[src/rtl/capu_pkg.sv]
package capu_pkg;
    typedef enum logic [1:0] {
        PS_PRIME = 2'd0,
        PS_LOW   = 2'd1,
        PS_HIGH  = 2'd2
    } pin_state_e;
endpackage

[src/rtl/capu_sync.sv]
module capu_sync #(
    parameter int STAGES = 2
) (
    input  logic clk,
    input  logic rst_n,
    input  logic d,
    output logic q,
    output logic vld
);
    logic [STAGES-1:0] sh;
    logic [STAGES-1:0] fill;

    always_ff @(posedge clk or negedge rst_n) begin
        if (!rst_n) begin
            sh   <= '0;
            fill <= '0;
        end else begin
            sh   <= {sh[STAGES-2:0], d};
            fill <= {fill[STAGES-2:0], 1'b1};
        end
    end

    assign q   = sh[STAGES-1];
    assign vld = fill[STAGES-1];
endmodule

[src/rtl/capu_edge_fsm.sv]
module capu_edge_fsm
    import capu_pkg::*;
(
    input  logic       clk,
    input  logic       rst_n,
    input  logic       lvl,
    input  logic       vld,
    input  logic [1:0] edge_en,
    output logic       evt
);
    pin_state_e state, nxt;

    always_ff @(posedge clk or negedge rst_n) begin
        if (!rst_n) state <= PS_PRIME;
        else        state <= nxt;
    end

    always_comb begin
        nxt = state;
        evt = 1'b0;
        unique case (state)
            PS_PRIME: if (vld) nxt = lvl ? PS_HIGH : PS_LOW;
            PS_LOW: if (lvl) begin
                nxt = PS_HIGH;
                evt = edge_en[0];
            end
            PS_HIGH: if (!lvl) begin
                nxt = PS_LOW;
                evt = edge_en[1];
            end
            default: nxt = PS_PRIME;
        endcase
    end

    a_r5_none_silent: assert property (@(posedge clk) disable iff (!rst_n)
        (edge_en == 2'b00) |-> !evt);
endmodule

[src/rtl/capu_channel.sv]
module capu_channel #(
    parameter int TW = 16
) (
    input  logic          clk,
    input  logic          rst_n,
    input  logic [TW-1:0] tbase_a,
    input  logic [TW-1:0] tbase_b,
    input  logic          pin,
    input  logic          trig_sel,
    input  logic [1:0]    edge_en,
    input  logic          base_sel,
    input  logic          sw_stb,
    input  logic          clr,
    output logic [TW-1:0] cap_q,
    output logic          flag_q
);
    logic pin_s, pin_vld, pin_evt, trig;
    logic [TW-1:0] base;

    capu_sync #(.STAGES(2)) u_sync (
        .clk(clk), .rst_n(rst_n), .d(pin), .q(pin_s), .vld(pin_vld)
    );

    capu_edge_fsm u_fsm (
        .clk(clk), .rst_n(rst_n), .lvl(pin_s), .vld(pin_vld),
        .edge_en(edge_en), .evt(pin_evt)
    );

    assign base = base_sel ? tbase_b : tbase_a;
    assign trig = trig_sel ? sw_stb : pin_evt;

    always_ff @(posedge clk or negedge rst_n) begin
        if (!rst_n) begin
            cap_q  <= '0;
            flag_q <= 1'b0;
        end else begin
            if (trig) cap_q <= base;
            if (trig)     flag_q <= 1'b1;
            else if (clr) flag_q <= 1'b0;
        end
    end

    a_r9_flag_sticky: assert property (@(posedge clk) disable iff (!rst_n)
        (flag_q && !clr) |=> flag_q);
    a_r10_capture_wins: assert property (@(posedge clk) disable iff (!rst_n)
        (trig_sel && sw_stb && clr) |=> flag_q);
    a_r6_sw_value: assert property (@(posedge clk) disable iff (!rst_n)
        (trig_sel && sw_stb) |=> (cap_q == $past(base_sel ? tbase_b : tbase_a)));
    a_r7_value_with_flag: assert property (@(posedge clk) disable iff (!rst_n)
        1'b1 |=> ($stable(cap_q) || flag_q));
endmodule

[src/rtl/capu_top.sv]
module capu_top #(
    parameter int NCH = 4,
    parameter int TW  = 16
) (
    input  logic            clk,
    input  logic            rst_n,
    input  logic [TW-1:0]   tbase_a,
    input  logic [TW-1:0]   tbase_b,
    input  logic [NCH-1:0]  cap_pin,
    input  logic [NCH-1:0]  trig_sel,
    input  logic [2*NCH-1:0] edge_sel,
    input  logic [NCH-1:0]  base_sel,
    input  logic [NCH-1:0]  sw_lo_wr,
    input  logic [NCH-1:0]  flag_clr,
    output logic [NCH*TW-1:0] cap_val,
    output logic [NCH-1:0]  cap_flag
);
    for (genvar i = 0; i < NCH; i++) begin : g_ch
        capu_channel #(.TW(TW)) u_ch (
            .clk(clk), .rst_n(rst_n),
            .tbase_a(tbase_a), .tbase_b(tbase_b),
            .pin(cap_pin[i]), .trig_sel(trig_sel[i]),
            .edge_en(edge_sel[2*i +: 2]), .base_sel(base_sel[i]),
            .sw_stb(sw_lo_wr[i]), .clr(flag_clr[i]),
            .cap_q(cap_val[i*TW +: TW]), .flag_q(cap_flag[i])
        );
    end
endmodule

[config.mk]
export PLATFORM = sky130hd
export DESIGN_NAME = capu_top
export DESIGN_NICKNAME = d
export VERILOG_FILES = /design/src/rtl/capu_pkg.sv /design/src/rtl/capu_sync.sv /design/src/rtl/capu_edge_fsm.sv /design/src/rtl/capu_channel.sv /design/src/rtl/capu_top.sv
export SDC_FILE = /design/constraint.sdc
export NUM_CORES = 1
export LEC_CHECK = 0
export BUFFER_PORTS_ARGS = -buffer_cell sky130_fd_sc_hd__buf_4
export CORE_UTILIZATION = 33
export CTS_CLUSTER_DIAMETER = 100
export DETAILED_ROUTE_END_ITERATION = 10
export PLACE_DENSITY = 0.59
export SYNTH_ARGS = -nofsm -noshare
export SYNTH_HDL_FRONTEND = slang
export SYNTH_SLANG_ARGS = --single-unit
[constraint.sdc]
create_clock -name clk -period 2.3 [get_ports clk]
set_input_delay 0 -clock clk [delete_from_list [all_inputs] [get_ports clk]]
set_output_delay 0 -clock clk [all_outputs]
set_load 0.02 [all_outputs]
### After elaboration in Yosys (flattened, before gate mapping)

Cells that the tools add are included.

* equal/unequal tests: 20
* mux-type cells: 48
* reduce and logical (&&, ||, !) cells: 12

Operator list (number)
* $mux 16: 4
* $mux 2: 16
* $pmux 2 s3: 4
* $mux 1: 20
* $ne 2x1->1 const B: 8
* $reduce_and 3->1: 4
* $eq 2x1->1 const B: 4
* $eq 2x2->1 const B: 4
* $logic_not 2->1: 4
* $ne 2x2->1 const B: 4
* $pmux 1 s2: 4
* $reduce_bool 2->1: 4

* flip-flop bits (word level): 92
* input bits: 62
* word-level logic and storage cells: 100

### Logic depth before layout (Yosys ltp)

* depth in word-level cells: 4
* gate-level depth with buffers: 7

### By module

A second synthesis with hierarchy kept.

* cell total of the unflattened synthesis: 340
* area, all modules: 5029.8 µm²

Modules (own cells, without submodules)
* capu_channel: times used 4, cells an instance 55, area an instance 929.6 µm², sequential area each 425.4 µm²
* capu_edge_fsm: times used 4, cells an instance 25, area an instance 224.0 µm², sequential area each 50.0 µm²
* capu_sync: times used 4, cells an instance 5, area an instance 103.8 µm², sequential area each 100.1 µm²

### Least setup slack after synthesis

No wires, ideal clock.

* path kind: register to register
* from: register g_ch[2].u_ch.u_fsm.state[0]
* to: register g_ch[2].u_ch.cap_q[10]
* arrival time: 1.626 ns
* data required time: 2.175 ns
* path slack: 0.549 ns
* cell stages (with the launch flop): 7
* path buffers: 1
* clock period less this slack: 1.751 ns
* cell sequence: dfrtp_1 inv_1 ha_1 nor2b_1 a22oi_4 buf_6 mux2_4

* longest elaborated chain between the ends: 3
* elaborated cells between the ends (all ways): 4
* those cells by class: 2 x eq/ne; 2 x mux

RTL lines
* from (decl): line capu_edge_fsm.sv:11 `pin_state_e state, nxt;`
* from (signal assigned): line capu_edge_fsm.sv:15 `else state <= nxt;`
* $eq 2x2->1 or $eq 2x1->1 (tied branches): line capu_edge_fsm.sv:21 `unique case (state)`
* $pmux 1 s2 *: line capu_edge_fsm.sv:21
* $mux 1 *: line capu_channel.sv:30 `assign trig = trig_sel ? sw_stb : pin_evt;`
* to (signal assigned): line capu_channel.sv:37 `if (trig) cap_q <= base;`
* to (decl): line capu_channel.sv:14 `output logic [TW-1:0] cap_q,`

Every way passes the cells marked *; elsewhere a longest branch is shown, timed or not.
A chain may end at the register's enable or synchronous reset.

### Final worst setup path

* from: register g_ch[2].u_ch.u_fsm.state[0]
* to: register g_ch[2].u_ch.cap_q[15]

The elaborated chain is that of the path after synthesis.

==> results.txt <==
The count of hold buffers inserted by post-cts repair came out at 9. The layout has 1228 filler cells. For this run, the leading register cell type out of synthesis is sky130_fd_sc_hd__dfrtp_1.

The run gives 36.2% as the sequential fraction of design power. The fraction of power spent switching nets is 35.3%. Derived from the worst setup path, the maximum achievable clock frequency is 519 MHz.

The run finished with clean final reports. The net count of the finished layout is 529. The minimum setup slack after placement is 0.380 ns. Launch instance of the worst register-to-register path: g_ch[2].u_ch.u_fsm.state[0]. The detailed router finished its first iteration with 81 violations. The number of antenna diodes in the final layout is 0.

The worst-margin pin slew works out to 0.706 ns. For this design the top-level I/O count stands at 130. The number of CTS-inserted buffers was 9. Worst-path maximum fanout: 17.

Including well taps, the total number of placed cells is 611. Synthesized netlist cell count: 317. The width of the die was 118 µm. The number of H-tree levels was 3.

The routed design could run at a clock period as short as 1.93 ns. The final critical path takes up 83.8% of the cycle. Once the clock tree was built, the resizer swapped 0 gates to a different size. TritonCTS built the clock tree.

Half-perimeter wire length after detailed placement: 7.76 mm. The internal cell power was 4.10 mW. The Yosys step of the flow raised 0 warnings. The largest total area in the synthesized netlist belongs to sky130_fd_sc_hd__dfrtp_1. The via count of the first global-routing pass came out at 3130. The tools report the count of final max-slew check failures as 0. The average detailed-routed wire length per instance works out to 17.4 µm. The die is 118 µm tall. The average instance in the mapped netlist occupies 14.1 µm². The kind of end point of the critical path is a flop. The post-synthesis net count was 391. The total power per unit cell area is 1060 nW/µm², and the maximum VDD drop is 430 µV. The arrival time of data at the critical path endpoint came out at 2.15 ns. For the post-layout utilization of the core, the log shows 45.1%.

Across the run, the number of max-cap violations was 0. Relative to the synthesized area, the layout overhead comes to 33.4%. The post-route netlist has 61.0% of its cells at a drive strength greater than 1. The first global-routing pass estimated 17.2 mm of wire. After synthesis, the netlist uses 25 different library cells. The leakage power was 2.92 nW; the net switching power was 2.23 mW.

The logs give 13200 µm² for the core area and 0.772 for the routability-driven placement congestion ratio. The critical path goes through inv_1 > ha_1 > nor2b_1 > a22oi_4 > buf_4 > mux2_2. The clock net in this run drives a total of 86 sinks.

The worst hold slack after final layout is 0.0460 ns. The path class of the tightest hold or removal check is in -> reg. The initial utilization of the core area, before any placement, comes to 33.8%. The accumulated negative setup slack was 0 ns; the hold violation total from the final report was 0.

The tools report the kind of start point of the critical path as a flop. Worst setup path startpoint: g_ch[2].u_ch.u_fsm.state[0]. Remaining number of nets flagged by the antenna check after routing: 0.

The initial antenna violation count is 0, and the clock insertion delay at the later pin of the skew report is 0.34 ns. The sequential cells in the finished layout cover a total of 2150 µm². The delay of the slowest cell on the worst path is 0.42 ns.

The final routed wirelength across all metal layers is 11.0 mm, and the number of buffer cells added on primary ports is 129. The total vias in the final route came out at 3056. Via count normalized by instance count: 4.81. Combinational logic burns 42.4% of the power. The worst path meets setup with 0.372 ns of slack. Counting flops with an async set or reset pin after synthesis yields a share of 100%. After synthesis, the largest area contributor takes up 48.1% of total cell area.

The placement row count is 42. For this run, the detailed router's first-pass iteration total came to 4. Setup violations remaining at the end of the flow were counted as 0. After clock tree synthesis, the setup repair step added 0 buffers. The required time reported for the critical path endpoint is 2.52 ns, and the number of synthesized flops with an enable pin is 0.

The tools report the maximum buffer depth of the clock tree as 2. On the critical path, the stage with the largest delay is an instance of sky130_fd_sc_hd__dfrtp_1. The startpoint identified for the worst hold timing path is tbase_a[0]. The worst setup path is of the reg -> reg kind.

Setup repair after global routing left no endpoint under its margin. The clock network burns 21.4% of the power. The floorplan step defined a die boundary enclosing 14000 µm². In the post-synthesis netlist, the biggest area contributors are sky130_fd_sc_hd__dfrtp_1, sky130_fd_sc_hd__mux2_2, sky130_fd_sc_hd__mux2_4, sky130_fd_sc_hd__ha_1, sky130_fd_sc_hd__a22oi_4. In the global route stage, overall resource usage came out at 16.3%. After detailed routing, the number of remaining DRC violations is 0. The most common cell in the synthesized netlist is sky130_fd_sc_hd__mux2_2. The final global-route overflow total was 0. Once layout is complete, the cells apart from fillers number 635.

In this run the tightest slew margin relative to its limit is 52.9%. In the final layout, the multi-input gates occupy 2150 µm². Clock-pin slew was measured on the worst setup and hold paths at 0.06 ns. By count the netlist is led by sky130_fd_sc_hd__mux2_2, sky130_fd_sc_hd__dfrtp_1, sky130_fd_sc_hd__mux2_4, sky130_fd_sc_hd__inv_1, sky130_fd_sc_hd__ha_1. The root buffer cell chosen for the clock tree is sky130_fd_sc_hd__clkbuf_16. The synthesis-stage register bit count is 86. The largest net degree at the start of global routing is 50, and the clock skew after layout is 0.00598 ns. The share of synthesized area occupied by flip-flops and latches was 48.1%; the synthesized cell area was 4480 µm².
==> critical path, delay by kind of cell, from the launching register on <==
| kind | cells | cell delay (ns) |
|---|---|---|
| compound gates | 1 | 0.13 |
| fa+ha+maj | 1 | 0.29 |
| buf+inv | 2 | 0.43 |
| flops | 1 | 0.42 |
| mux | 1 | 0.38 |
| simple gates | 1 | 0.15 |
==> kinds of logic after synthesis <==
logic type	Yosys count	share of synthesized area, %
AO/OA/AOI/OAI	32	5.93
multiplexers	134	36.6
AND/OR/NAND/NOR	20	2.07
other	1	0.0838
flip-flops	86	48.1
buffers and inverters	32	3.91
adder cells (fa/ha/maj)	12	3.35
==> metal layers <==
metal  part of all wire (%)  vias up  GRT usage, %
met1                     47     1545          21.1
li1                       -     1413             -
met2                     47       87          26.2
met4                    1.6        0          6.25
met3                    4.9       11          4.20
met5                      0        -             0
==> placed cells by master, fill, tap and decap left out, drive strengths merged <==
cell	instances
a21oi	4
a221oi	2
a22oi	4
a311oi	2
buf	134
clkbuf	14
clkinv	1
conb	1
dfrtp	86
dlygate4sd3	9
ha	12
inv	16
mux2	128
mux2i	6
nand2	4
nand3	4
nor2	6
nor2b	4
nor3	2
o21a	2
o21ai	14
o31ai	2
o41ai	2
==> worst paths after layout <==
path / cells after the start / endpoint / slack, ns
max in group asynchronous: 3 / g_ch[2].u_ch.cap_q[8] / 1.40
hold reg to reg: 0 / g_ch[1].u_ch.u_sync.sh[1] / 0.35
setup / recovery: 6 / g_ch[2].u_ch.cap_q[15] / 0.37
setup reg to reg: 6 / g_ch[2].u_ch.cap_q[15] / 0.37
min in group asynchronous: 2 / g_ch[1].u_ch.flag_q / 0.26
hold / removal: 3 / g_ch[3].u_ch.cap_q[0] / 0.05
==> state kept, by name, indices dropped and copies added, names as in the netlist <==
signal                 count
g_ch.u_ch.u_sync.fill      2
g_ch.u_ch.cap_q           64
g_ch.u_ch.u_sync.sh        8
g_ch.u_ch.u_fsm.state      8
g_ch.u_ch.flag_q           4
==> cell type report <==
class                           count  share of cell area, %
Sequential cell                    86                   36.0
Multi-Input combinational cell    199                   36.0
Timing Repair Buffer              143                   18.8
Clock buffer                       14                   4.42
Tap cell                          176                   3.69
Inverter                           16                   1.01
Clock inverter                      1                 0.0838
==> metrics by stage <==
step | area, µm² | total power [mW]
final | 5970 | 6.33
after global routing | 5970 | 6.70
after CTS | 5970 | 6.40
after detailed placement | 5610 | 5.01
after global placement | 5610 | 4.92
after floorplan | 4480 | 3.94
==> power by group through the flow <==
stage / Clock, mW / Combinational [mW] / Sequential, mW
CTS: 1.39 / 2.72 / 2.29
floorplan: 0 / 1.24 / 2.70
finish: 1.36 / 2.68 / 2.30
global route: 1.45 / 2.89 / 2.35
global placement: 0 / 2.61 / 2.30
detailed placement: 0 / 2.70 / 2.31
(Power assumes the default switching activity.)
